**config.mk**
```make
export PLATFORM = sky130hd
export DESIGN_NAME = dpt_root_csr
export DESIGN_NICKNAME = d
export VERILOG_FILES = /design/src/rtl/dpt_pkg.sv /design/src/rtl/dpt_access_dec.sv /design/src/rtl/dpt_legalize.sv /design/src/rtl/dpt_root_reg.sv /design/src/rtl/dpt_root_csr.sv
export SDC_FILE = /design/constraint.sdc
export NUM_CORES = 1
export LEC_CHECK = 0
export BUFFER_PORTS_ARGS = -buffer_cell sky130_fd_sc_hd__buf_2
export CAP_MARGIN = 40
export CORE_MARGIN = 10
export CORE_UTILIZATION = 50
export CTS_CLUSTER_DIAMETER = 150
export DETAILED_ROUTE_END_ITERATION = 12
export PLACE_DENSITY = 0.9
export SKIP_CTS_REPAIR_TIMING = 1
export SLEW_MARGIN = 15
export SYNTH_ARGS = -nofsm -noshare
export SYNTH_HDL_FRONTEND = slang
export SYNTH_SLANG_ARGS = --single-unit
```
**constraint.sdc**
```tcl
create_clock -name clk_i -period 3.05 [get_ports clk_i]
set_clock_uncertainty 0.2 [all_clocks]
set_input_delay 0.1525 -clock clk_i [delete_from_list [all_inputs] [get_ports clk_i]]
set_output_delay 0.1525 -clock clk_i [all_outputs]
set_load 0.01 [all_outputs]
```
**src/rtl/dpt_pkg.sv**
```systemverilog
`timescale 1ns/1ps
package dpt_pkg;
  typedef enum logic [1:0] {
    OP_READ  = 2'd0,
    OP_WRITE = 2'd1,
    OP_SET   = 2'd2,
    OP_CLEAR = 2'd3
  } csr_op_e;

  localparam logic [1:0] PRIV_M   = 2'b11;
  localparam int         SDID_MAX = 6;
endpackage

```
**src/rtl/dpt_access_dec.sv**
```systemverilog
`timescale 1ns/1ps
module dpt_access_dec
  import dpt_pkg::*;
#(
  parameter logic [11:0] CSR_ADDR = 12'h5A8
) (
  input  logic        valid_i,
  input  logic [11:0] addr_i,
  input  csr_op_e     op_i,
  input  logic [1:0]  priv_i,
  output logic        grant_o,
  output logic        deny_o,
  output logic        wr_req_o
);
  logic hit;
  assign hit      = valid_i && (addr_i == CSR_ADDR);
  assign grant_o  = hit && (priv_i == PRIV_M);
  assign deny_o   = hit && (priv_i != PRIV_M);
  assign wr_req_o = grant_o && (op_i != OP_READ);
endmodule

```
**src/rtl/dpt_legalize.sv**
```systemverilog
`timescale 1ns/1ps
module dpt_legalize
  import dpt_pkg::*;
#(
  parameter int XLEN     = 64,
  parameter int SDID_LEN = 6,
  localparam int MODE_W  = (XLEN == 32) ? 1 : 4,
  localparam int SDID_W  = (XLEN == 32) ? 9 : 16,
  localparam int PPN_W   = (XLEN == 32) ? 22 : 44
) (
  input  logic [XLEN-1:0]     cur_i,
  input  csr_op_e             op_i,
  input  logic [XLEN-1:0]     wdata_i,
  output logic                mode_ok_o,
  output logic                bare_fault_o,
  output logic [MODE_W-1:0]   mode_o,
  output logic [SDID_MAX-1:0] sdid_o,
  output logic [PPN_W-1:0]    ppn_o
);
  localparam logic [SDID_MAX-1:0] SDID_MASK =
    SDID_MAX'((7'd1 << SDID_LEN) - 7'd1);

  logic [XLEN-1:0]   nxt;
  logic [MODE_W-1:0] mode_raw;
  logic [SDID_W-1:0] sdid_raw;
  logic [PPN_W-1:0]  ppn_raw;
  logic              is_bare;

  always_comb begin
    case (op_i)
      OP_SET:   nxt = cur_i | wdata_i;
      OP_CLEAR: nxt = cur_i & ~wdata_i;
      default:  nxt = wdata_i;
    endcase
  end

  assign mode_raw = nxt[XLEN-1 -: MODE_W];
  assign sdid_raw = nxt[PPN_W +: SDID_W];
  assign ppn_raw  = nxt[PPN_W-1:0];
  assign is_bare  = (mode_raw == '0);

  generate
    if (XLEN == 32) begin : g_mode32
      assign mode_ok_o = 1'b1;  // 1-bit field: both codes legal
    end else begin : g_mode64
      assign mode_ok_o = (mode_raw <= MODE_W'(2));
    end
  endgenerate

  assign bare_fault_o = is_bare && ((sdid_raw != '0) || (ppn_raw != '0));
  assign mode_o       = mode_raw;
  assign sdid_o       = is_bare ? '0 : (sdid_raw[SDID_MAX-1:0] & SDID_MASK);
  assign ppn_o        = is_bare ? '0 : {ppn_raw[PPN_W-1:2], 2'b00};
endmodule

```
**src/rtl/dpt_root_reg.sv**
```systemverilog
`timescale 1ns/1ps
module dpt_root_reg
  import dpt_pkg::*;
#(
  parameter int MODE_W = 4,
  parameter int PPN_W  = 44
) (
  input  logic                clk_i,
  input  logic                rst_ni,
  input  logic                we_i,
  input  logic [MODE_W-1:0]   mode_i,
  input  logic [SDID_MAX-1:0] sdid_i,
  input  logic [PPN_W-1:0]    ppn_i,
  output logic [MODE_W-1:0]   mode_q_o,
  output logic [SDID_MAX-1:0] sdid_q_o,
  output logic [PPN_W-1:0]    ppn_q_o
);
  always_ff @(posedge clk_i or negedge rst_ni) begin
    if (!rst_ni) begin
      mode_q_o <= '0;
      sdid_q_o <= '0;
      ppn_q_o  <= '0;
    end else if (we_i) begin
      mode_q_o <= mode_i;
      sdid_q_o <= sdid_i;
      ppn_q_o  <= ppn_i;
    end
  end
endmodule

```
**src/rtl/dpt_root_csr.sv**
```systemverilog
`timescale 1ns/1ps
module dpt_root_csr
  import dpt_pkg::*;
#(
  parameter int          XLEN     = 64,
  parameter int          SDID_LEN = 6,
  parameter logic [11:0] CSR_ADDR = 12'h5A8
) (
  input  logic                             clk_i,
  input  logic                             rst_ni,
  input  logic                             csr_valid_i,
  input  logic [11:0]                      csr_addr_i,
  input  logic [1:0]                       csr_op_i,
  input  logic [XLEN-1:0]                  csr_wdata_i,
  input  logic [1:0]                       priv_i,
  output logic [XLEN-1:0]                  csr_rdata_o,
  output logic                             csr_trap_o,
  output logic [3:0]                       mode_o,
  output logic [5:0]                       sdid_o,
  output logic [((XLEN == 32) ? 22 : 44)-1:0] root_ppn_o,
  output logic                             prot_active_o
);
  localparam int MODE_W = (XLEN == 32) ? 1 : 4;
  localparam int SDID_W = (XLEN == 32) ? 9 : 16;
  localparam int PPN_W  = (XLEN == 32) ? 22 : 44;

  csr_op_e             op;
  logic                grant, deny, wr_req;
  logic                mode_ok, bare_fault, we;
  logic [MODE_W-1:0]   new_mode, mode_q;
  logic [SDID_MAX-1:0] new_sdid, sdid_q;
  logic [PPN_W-1:0]    new_ppn, ppn_q;
  logic [XLEN-1:0]     cur_word;

  assign op = csr_op_e'(csr_op_i);

  dpt_access_dec #(.CSR_ADDR(CSR_ADDR)) u_dec (
    .valid_i  (csr_valid_i),
    .addr_i   (csr_addr_i),
    .op_i     (op),
    .priv_i   (priv_i),
    .grant_o  (grant),
    .deny_o   (deny),
    .wr_req_o (wr_req)
  );

  dpt_legalize #(.XLEN(XLEN), .SDID_LEN(SDID_LEN)) u_legal (
    .cur_i        (cur_word),
    .op_i         (op),
    .wdata_i      (csr_wdata_i),
    .mode_ok_o    (mode_ok),
    .bare_fault_o (bare_fault),
    .mode_o       (new_mode),
    .sdid_o       (new_sdid),
    .ppn_o        (new_ppn)
  );

  // reserved mode: silently keep old value; Bare with payload: trap
  assign we = wr_req && mode_ok && !bare_fault;

  dpt_root_reg #(.MODE_W(MODE_W), .PPN_W(PPN_W)) u_reg (
    .clk_i    (clk_i),
    .rst_ni   (rst_ni),
    .we_i     (we),
    .mode_i   (new_mode),
    .sdid_i   (new_sdid),
    .ppn_i    (new_ppn),
    .mode_q_o (mode_q),
    .sdid_q_o (sdid_q),
    .ppn_q_o  (ppn_q)
  );

  assign cur_word = {mode_q, {(SDID_W-SDID_MAX){1'b0}}, sdid_q, ppn_q};

  assign csr_rdata_o   = grant ? cur_word : '0;
  assign csr_trap_o    = deny || (wr_req && mode_ok && bare_fault);
  assign mode_o        = 4'(mode_q);
  assign sdid_o        = sdid_q;
  assign root_ppn_o    = ppn_q;
  assign prot_active_o = (priv_i != PRIV_M) && (mode_q != '0);
endmodule

```
---- Word-level counts from Yosys, hierarchy flattened ----
Cells that the tools add are included.
W data, S select, Z words.
storage, ports and cells
  output and inout port bits .............. 120
  flip-flop bits (word level) ............. 54
cells by class
  bitwise gates (word level) .............. 3
  equal/unequal tests ..................... 5
  magnitude comparators ................... 1
  multiplexer cells ....................... 4
  reductions and logical operators ........ 17
operators with widths
  operator                number
  $pmux W64 S2            1
  $and A64 B64 Y64        1
  $mux W64                1
  $not A64 Y64            1
  $or A64 B64 Y64         1
  $mux W44                1
  $reduce_bool A44 Y1     1
  $reduce_bool A16 Y1     1
  $eq A12 B11 Y1 const B  1
  $logic_and A1 B1 Y1     9
  $eq A2 B2 Y1 const B    3
  $mux W6                 1
  $le A4 B2 Y1 const B    1
  $logic_not A4 Y1        1
  $reduce_bool A4 Y1      1
  $logic_or A1 B1 Y1      2
  $ne A2 B2 Y1 const B    1
  $reduce_bool A2 Y1      1
  $logic_not A1 Y1        1

---- Depth between registers and ports, before layout ----
Gate-level depths: netlist of the first run.
  depth in word-level cells ............... 8
  gate-level depth with buffers ........... 11

---- Modules after synthesis ----
From an unflattened synthesis of the first run, not the netlist that was laid out.
unflattened totals
  cells, all modules ...................... 556
  area, all modules ....................... 4884.7 µm²
modules (own cells, without submodules)
  module          area an instance (µm²)  cells each  sequential area each (µm²)  times used
  dpt_root_reg    2258.4                  114         1351.3                      1
  dpt_legalize    1988.2                  358         0.0                         1
  dpt_root_csr    536.8                   75          0.0                         1
  dpt_access_dec  101.3                   9           0.0                         1

---- Worst setup path after synthesis of the first run ----
OpenSTA, ideal clock, no wires.
  path kind ............................... register to output
  from .................................... register u_reg.mode_q_o[2]
  to ...................................... output csr_trap_o
  required time ........................... 2.697 ns
  setup slack ............................. 0.737 ns
  arrival ................................. 1.961 ns
  cell stages (with the launch flop) ...... 9
  cells stage by stage .................... dfrtp_1 -> nor2_1 -> nor2_1 -> o32ai_1 -> and4_1 -> buf_2 -> buf_2 -> o21ai_1 -> o22ai_1
on the way
  longest elaborated chain between the ends .. 6
  elaborated cells on any way between the ends .. 9
  classes of those cells .................. order compare: 1; mux: 1; bitwise: 2; reduce/logical: 5
ends and longest elaborated chain
  element                                                     RTL line                                RTL
  start: declaration                                          dpt_root_reg.sv:14                      output logic [MODE_W-1:0] mode_q_o,
  start signal: assignment                                    dpt_root_reg.sv:24                      mode_q_o <= mode_i;
  $and A64 B64 Y64 / $or A64 B64 Y64 (equally long branches)  dpt_legalize.sv:32, dpt_legalize.sv:31
  $pmux W64 S2 *                                              dpt_legalize.sv:30                      case (op_i)
  $le A4 B2 Y1 / $logic_not A4 Y1 (equally long branches)     dpt_legalize.sv:46, dpt_legalize.sv:40
  $logic_and A1 B1 Y1, on equally long branches               dpt_root_csr.sv:76, dpt_legalize.sv:50
  $logic_and A1 B1 Y1 *                                       dpt_root_csr.sv:76                      assign csr_trap_o = deny || (wr_req && mode_ok && bare_fault);
  $logic_or A1 B1 Y1 *                                        dpt_root_csr.sv:76
  end: declaration                                            dpt_root_csr.sv:17                      output logic csr_trap_o,
Every way passes the cells marked *; elsewhere a longest branch is shown, timed or not.

---- Worst setup path in the final report of the first run ----
  from .................................... register u_reg.ppn_q_o[7]
  to ...................................... output csr_trap_o
on the way
  longest elaborated chain between the ends .. 7
  elaborated cells on any way between the ends .. 8
  classes of those cells .................. mux: 1; bitwise: 2; reduce/logical: 5
ends and longest elaborated chain
  element                                                     RTL line                                RTL
  start: declaration                                          dpt_root_reg.sv:16                      output logic [PPN_W-1:0] ppn_q_o
  start signal: assignment                                    dpt_root_reg.sv:26                      ppn_q_o <= ppn_i;
  $and A64 B64 Y64 / $or A64 B64 Y64 (equally long branches)  dpt_legalize.sv:32, dpt_legalize.sv:31
  $pmux W64 S2 *                                              dpt_legalize.sv:30
  $reduce_bool A44 Y1 *                                       dpt_legalize.sv:50                      assign bare_fault_o = is_bare && ((sdid_raw != '0) || (ppn_raw != '0));
  $logic_or A1 B1 Y1 *                                        dpt_legalize.sv:50
  $logic_and A1 B1 Y1 *                                       dpt_legalize.sv:50
  $logic_and A1 B1 Y1 *                                       dpt_root_csr.sv:76
  $logic_or A1 B1 Y1 *                                        dpt_root_csr.sv:76
Marks and branches as above.

==> results.md, run 1 <==
* Post-layout worst setup margin at 0.208 ns
* Detailed-route wire length per cell at 17.4 um
* Final Max Slew Viols at 0
* Seq/Total Area, Yosys at 26.8%
* Violated checks: negative hold slack
* Async set-reset flop share out of synthesis at 100%
* Total clock buffers created by CTS at 5
* Predominant post-synthesis flop cell: dfrtp_1
* Number of standard cells after synthesis at 643
* Longest Clk Path Bufs at 2
* Global-route wire length before repair at 26400 um
* Cell family with the largest share of critical-path delay: simple AND/OR/NAND/NOR gates
* Via count of the routed design at 5495
* Nature of the critical path endpoint: primary output
* Core footprint at 0.00937 mm2
* X dimension of the die at 119 um
* Total iterations of the first detailed-routing run at 5
* Setup violators final at 0
* Post-Place Setup Slack at 0.313 ns
* Via-per-instance ratio at 5.83
* Number of maximum-capacitance violations at 0
* CTS tree: yes
* Cell with the most instances after synthesis: nand2_1
* Combinational share of power at 30.7%
* Number of warning messages in the yosys log at 0
* Layout cells sized above 1 at 33.9%
* Count of distinct cell types in the synthesized netlist at 37
* Highest clock frequency the design can meet at 352 MHz
* Post-synthesis area per instance at 7.56 um2
* Cell types with the highest counts after synthesis: nand2_1 (129), nor2_1 (56), and2_1 (53)
* Input/output buffers at 188
* WP buf/inv at 1
* Slew headroom at 45.9%
* Cell with the largest stage delay on the worst path: or3_2
* Net switching share of the total power at 36.6%
* Critical path peak fanout at 8
* FF+latch count, synth at 52
* Final hold slack at -0.00225 ns
* Setup TNS at 0 ns
* CTS sink count at 52
* Number of levels the H-tree was split into at 2
* Detailed-route DRC error count at 0
* Cell Count, Final, Fillers Out at 943
* Status: finished with violations
* Sequence of cells on the critical path: nor2_1, nor2_1, o32ai_2, nand3_1, or3_2, o21ai_1, o22ai_1, buf_2
* Number of synthesized flops with an enable pin at 0
* Slew at the pin closest to its max-slew limit at 0.812 ns
* Leading area contributor after synthesis: dfrtp_1
* Die H at 119 um
* Hold Fails Final Rpt at 1
* Effective utilization at floorplan at 51.8%
* Worst Setup Start Kind: flop
* Unrepaired setup endpoints after global routing: no
* Via count of the first global-routing pass at 5213
* Total length of routed wires at 16400 um
* Number of nets in the finished design at 894
* Internal power at 0.00118 W
* Std-Cell Rows at 35
* Dpl hpwl at 12300 um
* Clock edge transition at the registers on the reported setup and hold paths at 0.10 ns
* Area growth from synthesis to final layout at 23.1%
* CP max stage delay at 0.58 ns
* Largest net degree at the start of global routing at 36
* Worst endpoint required time at 2.70 ns
* Root buffer cell: clkbuf_8
* Cell type with the highest occurrence count on the critical path: nor2_1
* Number of antenna violations at the first check in global routing at 3
* Static power due to leakage at 3.33 nW
* Cells taking the most area after synthesis: dfrtp_1 (27%), o211ai_2 (11%), nand2_1 (10%)
* Sequential group share of total power at 46.3%
* Relative contribution of the clock network to total power at 23.0%
* Starting DRT DRC Count at 528
* Critical Setup Path Class: flop to primary output
* Antenna Violating Nets Remaining at 0
* Combined area of all synthesized cells at 0.00486 mm2
* Final critical-path share of the clock period at 93.2%
* Net switching component of the power at 0.000680 W
* Data arrival at the endpoint of the critical path at 2.49 ns
* GRT overflow at 0
* Boundary pin count at 203
* Highest ir drop seen on vdd at 0.199 mV
* Worst hold-check path type: input pin to flop
* Overall routing resource usage at 21.6%
* Min cycle time layout at 2.84 ns
* Insertion delay of the later-clocked pin in the worst-skew pair at 0.32 ns
* Cell Count Post-Placement at 932
* Routability-driven placement congestion ratio at 0.893
* Area share of the leading cell type in the synthesized netlist at 26.8%
* P per Cell Area at 311 mW/mm2
* Die footprint at 0.0141 mm2
tightest hold or removal path, cell delays in order:
cell and delay (ns):
buf_2 0.10, nand2_1 0.05, o21ai_0 0.06, a22oi_1 0.06, nand2_1 0.06
layer usage:
metal | GRT usage [%] | vias to the layer above | wire (um)
li1 | - | 2604 | -
met1 | 27.0 | 2538 | 6680
met2 | 35.8 | 317 | 7800
met3 | 5.52 | 34 | 1580
met4 | 6.26 | 2 | 371
met5 | 0 | - | 7
state kept, by name, indices dropped and copies added, names as in the netlist:
register        count
u_reg.mode_q_o      4
u_reg.ppn_q_o      42
u_reg.sdid_q_o      6
path summary, 6_finish.rpt:
| kind | slack (ns) | startpoint | endpoint | cells after the start |
|---|---|---|---|---|
| min in group asynchronous | 0.26 | rst_ni | u_reg.ppn_q_o[33]$_DFFE_PN0P_ | 2 |
| hold / removal | -0.002 | csr_wdata_i[6] | u_reg.ppn_q_o[6]$_DFFE_PN0P_ | 5 |
| setup / recovery | 0.21 | u_reg.ppn_q_o[7]$_DFFE_PN0P_ | csr_trap_o | 8 |
| max in group asynchronous | 1.61 | rst_ni | u_reg.ppn_q_o[17]$_DFFE_PN0P_ | 3 |
| hold reg to reg | 0.40 | u_reg.mode_q_o[2]$_DFFE_PN0P_ | u_reg.mode_q_o[2]$_DFFE_PN0P_ | 2 |
| setup reg to reg | 0.47 | u_reg.ppn_q_o[7]$_DFFE_PN0P_ | u_reg.ppn_q_o[23]$_DFFE_PN0P_ | 8 |
cells by family (layout without fill, tap and decap cells):
kind of cell	Yosys count	count (layout)	share of synthesized area, %
and+or+nand+nor	316	316	31.9
other	1	16	0.0772
DFF	52	52	26.8
AOI/OAI and AO/OA	209	209	33.2
buffers and inverters	65	221	8.09
power by group through the flow:
| stage | Clock [W] | Sequential (W) | Combinational (W) |
|---|---|---|---|
| floorplan | 0 | 0.000876 | 0.000312 |
| global placement | 0 | 0.000871 | 0.000545 |
| detailed placement | 0 | 0.000874 | 0.000557 |
| CTS | 0.000427 | 0.000860 | 0.000560 |
| global route | 0.000451 | 0.000876 | 0.000635 |
| finish | 0.000428 | 0.000862 | 0.000570 |
cell usage in the layout, fill, tap and decap left out, types with 2 or more instances in the layout:
cell type / Yosys / layout
a21oi_1: 30 / 30
a22oi_1: 48 / 48
a31oi_1: 2 / 2
and2_1: 53 / 53
buf_12: 0 / 3
buf_2: 17 / 188
buf_4: 16 / 20
clkbuf_1: 21 / 2
clkbuf_8: 0 / 6
conb_1: 1 / 14
dfrtp_1: 52 / 52
diode_2: 0 / 2
nand2_1: 129 / 128
nand2b_1: 25 / 25
nand3_1: 4 / 4
nand4_1: 6 / 6
nand4b_1: 3 / 3
nor2_1: 56 / 55
nor2_4: 1 / 2
nor2b_1: 26 / 26
nor4_1: 3 / 3
o211ai_1: 4 / 4
o211ai_2: 44 / 44
o21ai_0: 47 / 47
o21ai_1: 5 / 5
o22ai_1: 2 / 2
o32ai_1: 25 / 21
o32ai_2: 0 / 4
or3_1: 3 / 2
per-stage QoR:
| stage | instance area (um2) | util (%) | total power, W |
|---|---|---|---|
| after floorplan | 4910 | - | 0.00119 |
| after global placement | 5840 | 62.4 | 0.00142 |
| after detailed placement | 5840 | 62.4 | 0.00143 |
| after CTS | 5930 | 63.3 | 0.00185 |
| after global routing | 5980 | 63.8 | 0.00196 |
| final | 5980 | 63.8 | 0.00186 |
area by class of cell:
class / count / area (um2)
Fill cell: 885 / 3390
Multi-Input combinational cell: 539 / 3260
Sequential cell: 52 / 1300
Timing Repair Buffer: 212 / 1160
Tap cell: 129 / 161
Clock buffer: 8 / 90.1
Antenna cell: 2 / 5.00
Inverter: 1 / 3.75
Power figures use the tool's default switching activity.
==> run 2, diff against run 1 <==
==> constraint.sdc (replaced) <==
create_clock -name clk_i -period 2.7 [get_ports clk_i]
set_clock_uncertainty 0.2 [all_clocks]
set_input_delay 0.135 -clock clk_i [delete_from_list [all_inputs] [get_ports clk_i]]
set_output_delay 0.135 -clock clk_i [all_outputs]
set_load 0.01 [all_outputs]
==> run 2 against run 1 <==
Compared with the run above: the flow finishes with violations (negative hold slack, negative setup slack); core utilization up 4.0 points; first-iteration DRC count increased by 4.5%; worst setup slack worse by 0.22 ns; sequential share of layout area down 1.1 points; cell count grew 2.9%; sequential power is 12% higher; critical endpoint unchanged; design area up 6.3%; largest power group unchanged; sequential cell count did not move; global-route usage increased by 0.73 points; worst hold slack worse by 0.0012 ns; critical path depth stayed put.
==> results.md, run 2 (synthesis gave the netlist of run 1 again) <==
* Cell Count Post-Placement at 947 (+1.6%)
* Number of antenna violations at the first check in global routing at 0 (-3)
* Insertion delay of the later-clocked pin in the worst-skew pair at 0.31 ns (about the same)
* Largest net degree at the start of global routing at 36 (unchanged)
* Die footprint at 0.0141 mm2 (unchanged)
* Via count of the routed design at 5593 (+1.8%)
* Clock edge transition at the registers on the reported setup and hold paths at 0.10 ns (about the same)
* Wire length on met2 at 8440 um (+8.2%)
* Total iterations of the first detailed-routing run at 5 (unchanged)
* Multi-input logic area at 0.00334 mm2 (+2.6%)
* CP max stage delay at 0.60 ns (+0.02 ns)
* Root buffer cell: clkbuf_8
* Routability-driven placement congestion ratio at 0.879 (-1.6%)
* Met3 WL at 1690 um (+6.4%)
* Highest ir drop seen on vdd at 0.242 mV (+21%)
* Total clock buffers created by CTS at 5 (unchanged)
* Static power due to leakage at 3.52 nW (+5.7%)
* Final hold slack at -0.00346 ns (-0.00121 ns)
* Cell with the largest stage delay on the worst path: or4_4
* Detailed-route DRC error count at 0 (unchanged)
* FF-to-FF setup slack at 0.13 ns (-0.34 ns)
* Worst endpoint required time at 2.37 ns (-0.33 ns)
* Hold Fails Final Rpt at 2 (+1)
* Critical path depth in cells at 8 (unchanged)
* Slew headroom at 57.8% (+12 points)
* Violated checks: negative hold slack, negative setup slack
* Diode insertion count for antenna repair at 0 (-2)
* Layout cells sized above 1 at 39.0% (+5.1 points)
* Status: finished with violations
* X dimension of the die at 119 um (unchanged)
* WP buf/inv at 1 (unchanged)
* Nature of the critical path endpoint: primary output
* Die H at 119 um (unchanged)
* Data arrival at the endpoint of the critical path at 2.38 ns (-0.11 ns)
* Commonest cells after routing, fill and taps aside: buf_2 (188), nand2_1 (128), nor2_1 (55), and2_1 (53), a22oi_1 (48)
* Cell Count, Final, Fillers Out at 970 (+2.9%)
* Cell family with the largest share of critical-path delay: simple AND/OR/NAND/NOR gates
* Slew at the pin closest to its max-slew limit at 0.634 ns (-0.179 ns)
* Antenna Violating Nets Remaining at 0 (unchanged)
* Cell type with the highest occurrence count on the critical path: nor2_1
* Min cycle time layout at 2.71 ns
* Worst hold path cell count at 5 (unchanged)
* Core footprint at 0.00937 mm2 (unchanged)
* Std-Cell Rows at 35 (unchanged)
* Number of fillers in the final layout at 797 (-9.9%)
* Reg2Reg Depth at 7 (-1)
* Longest Clk Path Bufs at 2 (unchanged)
* Dpl hpwl at 12800 um (+3.9%)
* Worst hold-check path type: input pin to flop
* Total length of routed wires at 17500 um (+6.5%)
* Number of maximum-capacitance violations at 0 (unchanged)
* Number of nets in the finished design at 923 (+3.2%)
* Input/output buffers at 188 (unchanged)
* Registers with the highest flip-flop counts: u_reg.ppn_q_o (42), u_reg.sdid_q_o (6), u_reg.mode_q_o (4)
* Flip-flop count of the largest register, all copies and words added at 42 (unchanged)
* Top reg by flops: u_reg.ppn_q_o
* Final critical-path share of the clock period at 101%
* Commonest non-fill, non-tap cell in the layout: buf_2
* Final Max Slew Viols at 0 (unchanged)
* Sequence of cells on the critical path: nor2_1, nor2_1, o32ai_1, nand4_1, or4_4, o21ai_4, o22ai_1, buf_2
* Via-per-instance ratio at 5.77 (-1.0%)
* Highest routed metal layer: met4
* Worst Setup Start Kind: flop
* Boundary pin count at 203 (unchanged)
* Starting DRT DRC Count at 552 (+4.5%)
* P per Cell Area at 342 mW/mm2 (+10%)
* Number of levels the H-tree was split into at 2 (unchanged)
* Setup TNS at -0.0137 ns (-0.0137 ns)
* Sum of routed wire segments on met1 at 7030 um (+5.1%)
* Detailed-route wire length per cell at 18.0 um (+3.5%)
* Critical path peak fanout at 6 (-2)
* Highest clock frequency the design can meet at 369 MHz
* CTS tree: yes
* Storage element area at 0.00132 mm2 (+1.2%)
* GRT overflow at 0 (unchanged)
* Via count of the first global-routing pass at 5191 (-0.42%)
* CTS sink count at 52 (unchanged)
* Critical Setup Path Class: flop to primary output
* Setup violators final at 1 (+1)
* Area growth from synthesis to final layout at 30.9%
* Overall routing resource usage at 22.3% (+0.73 points)
* Global-route wire length before repair at 27000 um (+2.2%)
* Post-layout worst setup margin at -0.0137 ns (-0.222 ns)
* Effective utilization at floorplan at 51.8% (unchanged)
==> run 2: layout make-up <==
class	count	share of cell area, %
flip-flops and latches	52	20.7
inverters	1	0.0590
clock inverters	2	0.157
well taps	129	2.54
clock buffers	6	1.30
repair buffers	241	22.7
multi-input cells	539	52.6
==> run 2: where the power goes <==
part	switching [W]	internal [W]
registers	0.000114	0.000849
clock network	0.000277	0.000206
logic	0.000410	0.000322
==> run 2: worst register-to-register path, cell delays in order (launching register included) <==
cell and delay (ns):
dfrtp_1 0.45, nor2_1 0.18, nor2_1 0.06, o32ai_1 0.29, or3b_2 0.70, buf_4 0.29, a22oi_1 0.22, nand2_1 0.08
==> run 2: layer usage <==
metal  up-vias  track usage (%)
li1       2664                -
met1      2571             28.1
met2       320             38.1
met3        38             5.43
met4         0             4.12
met5         -                0
==> run 2: worst paths after layout <==
path                                                from                       endpoint
hold reg to reg            u_reg.ppn_q_o[41]$_DFFE_PN0P_  u_reg.ppn_q_o[41]$_DFFE_PN0P_
setup reg to reg           u_reg.mode_q_o[2]$_DFFE_PN0P_  u_reg.ppn_q_o[41]$_DFFE_PN0P_
min in group asynchronous                         rst_ni  u_reg.ppn_q_o[34]$_DFFE_PN0P_
max in group asynchronous                         rst_ni  u_reg.ppn_q_o[16]$_DFFE_PN0P_
hold / removal                           csr_wdata_i[29]  u_reg.ppn_q_o[29]$_DFFE_PN0P_
setup / recovery           u_reg.ppn_q_o[12]$_DFFE_PN0P_                     csr_trap_o
==> run 2: per-stage QoR <==
step	setup WS, ns	instance area (um2)	util (%)	power (W)
3_3_place_gp	0.0429	6020	64.2	0.00162
2_1_floorplan	0.398	4910	-	0.00134
5_1_grt	-0.107	6360	67.9	0.00230
4_1_cts	-0.358	6110	65.2	0.00212
3_5_place_dp	-0.00189	6020	64.2	0.00164
6_report	-0.0137	6360	67.9	0.00218
==> run 3, diff against run 2 <==
--- a/config.mk
+++ b/config.mk
@@ -10,6 +10,7 @@
 export CORE_MARGIN = 10
 export CORE_UTILIZATION = 50
 export CTS_CLUSTER_DIAMETER = 150
+export CTS_CLUSTER_SIZE = 14
 export DETAILED_ROUTE_END_ITERATION = 12
 export PLACE_DENSITY = 0.9
 export SKIP_CTS_REPAIR_TIMING = 1
==> constraint.sdc (replaced) <==
create_clock -name clk_i -period 2.71 [get_ports clk_i]
set_clock_uncertainty 0.2 [all_clocks]
set_input_delay 0.1355 -clock clk_i [delete_from_list [all_inputs] [get_ports clk_i]]
set_output_delay 0.1355 -clock clk_i [all_outputs]
set_load 0.01 [all_outputs]
==> run 3 against run 2 <==
Compared with the run above: the run ends with negative hold slack left; count of clock-buffer cells in the layout stayed put; register-to-register slack about the same; die area stayed put; critical path type unchanged; highest routed layer unchanged.
==> results.md, run 3 (synthesis gave the netlist of run 1 again) <==
* Routability-driven placement congestion ratio at 0.865 (-1.6%)
* Sequence of cells on the critical path: nor2_1, nor2_1, o32ai_2, buf_4, nand3_1, or3_4, o21ai_4, o22ai_1, buf_2
* Worst hold-check path type: input pin to flop
* Static power due to leakage at 3.45 nW (-2.0%)
* Data arrival at the endpoint of the critical path at 2.35 ns (-0.03 ns)
* Global-route wire length before repair at 27200 um (+0.90%)
* Cell type with the highest occurrence count on the critical path: nor2_1
* Clock edge transition at the registers on the reported setup and hold paths at 0.10 ns (about the same)
* Sum of routed wire segments on met1 at 6830 um (-2.8%)
* Slew headroom at 58.4% (+0.65 points)
* Registers with the highest flip-flop counts: u_reg.ppn_q_o (42), u_reg.sdid_q_o (6), u_reg.mode_q_o (4)
* Number of levels the H-tree was split into at 2 (unchanged)
* Number of maximum-capacitance violations at 0 (unchanged)
* CP max stage delay at 0.45 ns (-0.15 ns)
* Total clock buffers created by CTS at 5 (unchanged)
* Starting DRT DRC Count at 550 (-0.36%)
* Violated checks: negative hold slack
* Wire length on met2 at 8530 um (+1.1%)
* Commonest non-fill, non-tap cell in the layout: buf_2
* Highest clock frequency the design can meet at 372 MHz
* Die H at 119 um (unchanged)
* Cell Count Post-Placement at 940 (-0.74%)
* Cell Count, Final, Fillers Out at 961 (-0.93%)
* Largest net degree at the start of global routing at 50 (+39%)
* Detailed-route DRC error count at 0 (unchanged)
* Critical path peak fanout at 5 (-1)
* Commonest cells after routing, fill and taps aside: buf_2 (188), nand2_1 (128), nor2_1 (55), and2_1 (53), a22oi_1 (48)
* P per Cell Area at 345 mW/mm2 (+0.66%)
* Longest Clk Path Bufs at 2 (unchanged)
* Nature of the critical path endpoint: primary output
* Core footprint at 0.00937 mm2 (unchanged)
* Std-Cell Rows at 35 (unchanged)
* CTS sink count at 52 (unchanged)
* Worst Setup Start Kind: flop
* Dpl hpwl at 12800 um (-0.23%)
* Final total power at 0.00216 W (-0.72%)
* Antenna Violating Nets Remaining at 0 (unchanged)
* Effective utilization at floorplan at 51.8% (unchanged)
* Critical Setup Path Class: flop to primary output
* Boundary pin count at 203 (unchanged)
* Top reg by flops: u_reg.ppn_q_o
* Die footprint at 0.0141 mm2 (unchanged)
* Insertion delay of the later-clocked pin in the worst-skew pair at 0.32 ns (about the same)
* Total length of routed wires at 17300 um (-0.96%)
* Min cycle time layout at 2.69 ns
* Detailed-route wire length per cell at 18.0 um (about the same)
* Met3 WL at 1700 um (+0.89%)
* Status: finished with violations
* Final Max Slew Viols at 0 (unchanged)
* Via count of the routed design at 5659 (+1.2%)
* Layout cells sized above 1 at 38.1% (-0.85 points)
* Final critical-path share of the clock period at 99.1%
* Cell with the largest stage delay on the worst path: dfrtp_2
* Cell family with the largest share of critical-path delay: simple AND/OR/NAND/NOR gates
* Unrepaired setup endpoints after global routing: yes
* Highest ir drop seen on vdd at 0.229 mV (-5.5%)
* Setup violators final at 0 (-1)
* Total iterations of the first detailed-routing run at 5 (unchanged)
* Via-per-instance ratio at 5.89 (+2.1%)
* Input/output buffers at 188 (unchanged)
* GRT overflow at 0 (unchanged)
* X dimension of the die at 119 um (unchanged)
* Via count of the first global-routing pass at 5398 (+4.0%)
* Highest routed metal layer: met4
* Area growth from synthesis to final layout at 29.1%
* Hold Fails Final Rpt at 7 (+5)
* Root buffer cell: clkbuf_8
* CTS tree: yes
* Flip-flop count of the largest register, all copies and words added at 42 (unchanged)
* Overall routing resource usage at 22.5% (+0.12 points)
* Number of antenna violations at the first check in global routing at 1 (+1)
* WP buf/inv at 2 (+1)
* Slew at the pin closest to its max-slew limit at 0.624 ns (-0.00980 ns)
* Number of nets in the finished design at 913 (-1.1%)
* Worst endpoint required time at 2.37 ns (about the same)
* Final hold slack at -0.0156 ns (-0.0122 ns)
==> run 3: cell types whose count changed in the layout (fill, tap and decap cells not counted), sizes merged <==
| cell | delta |
|---|---|
| buf | -10 |
| clkinv | -2 |
| clkinvlp | +2 |
| diode | +1 |
==> run 3: worst register-to-register path, delay by kind of cell (launching register included) <==
kind	cells	cell delay, ns
AND/OR/NAND/NOR	4	0.90
buffers and inverters	3	0.49
AO/OA/AOI/OAI	3	0.49
flip-flops	1	0.40
==> run 3: worst paths after layout <==
| kind | start | to | slack, ns | depth (start not counted) |
|---|---|---|---|---|
| worst max-delay path | u_reg.ppn_q_o[32]$_DFFE_PN0P_ | csr_trap_o | 0.02 | 9 |
| worst min-delay path | csr_wdata_i[9] | u_reg.ppn_q_o[9]$_DFFE_PN0P_ | -0.02 | 5 |
| worst max register to register | u_reg.ppn_q_o[28]$_DFFE_PN0P_ | u_reg.ppn_q_o[23]$_DFFE_PN0P_ | 0.12 | 10 |
| worst min register to register | u_reg.mode_q_o[2]$_DFFE_PN0P_ | u_reg.mode_q_o[2]$_DFFE_PN0P_ | 0.39 | 2 |
| max in group asynchronous | rst_ni | u_reg.ppn_q_o[9]$_DFFE_PN0P_ | 1.28 | 3 |
| min in group asynchronous | rst_ni | u_reg.ppn_q_o[36]$_DFFE_PN0P_ | 0.17 | 2 |
==> run 3: per-stage QoR <==
step                area (um2)  util [%]  worst slack [ns]   TNS, ns
finish                    6270      66.9            0.0232         0
global route              6270      66.9           -0.0214   -0.0214
CTS                       6050      64.6            -0.390    -0.598
detailed placement        5950      63.5           -0.0821    -0.161
global placement          5950      63.5          -0.00719  -0.00719
floorplan                 4910         -             0.408         0
==> run 3: cell type report <==
cell class	instances	area (um2)
Sequential cell	52	1320
Tap cell	129	161
Multi-Input combinational cell	539	3340
Timing Repair Buffer	231	1350
Inverter	1	3.75
Fill cell	818	3100
Clock buffer	6	82.6
Clock inverter	2	15.0
Antenna cell	1	2.50
==> run 3: per-layer routing <==
layer / up-vias / track usage (%)
met3: 22 / 5.43
met1: 2675 / 27.4
met2: 315 / 38.6
met5: - / 0
li1: 2647 / -
met4: 0 / 5.57
==> run 3: report_power, final <==
group | switching (W) | total [W] | internal, W | leakage (nW)
logic | 0.000396 | 0.000703 | 0.000307 | 2.70
clock network | 0.000287 | 0.000495 | 0.000208 | 0.0434
registers | 0.000119 | 0.000964 | 0.000845 | 0.701
total | 0.000802 | 0.00216 | 0.00136 | 3.45
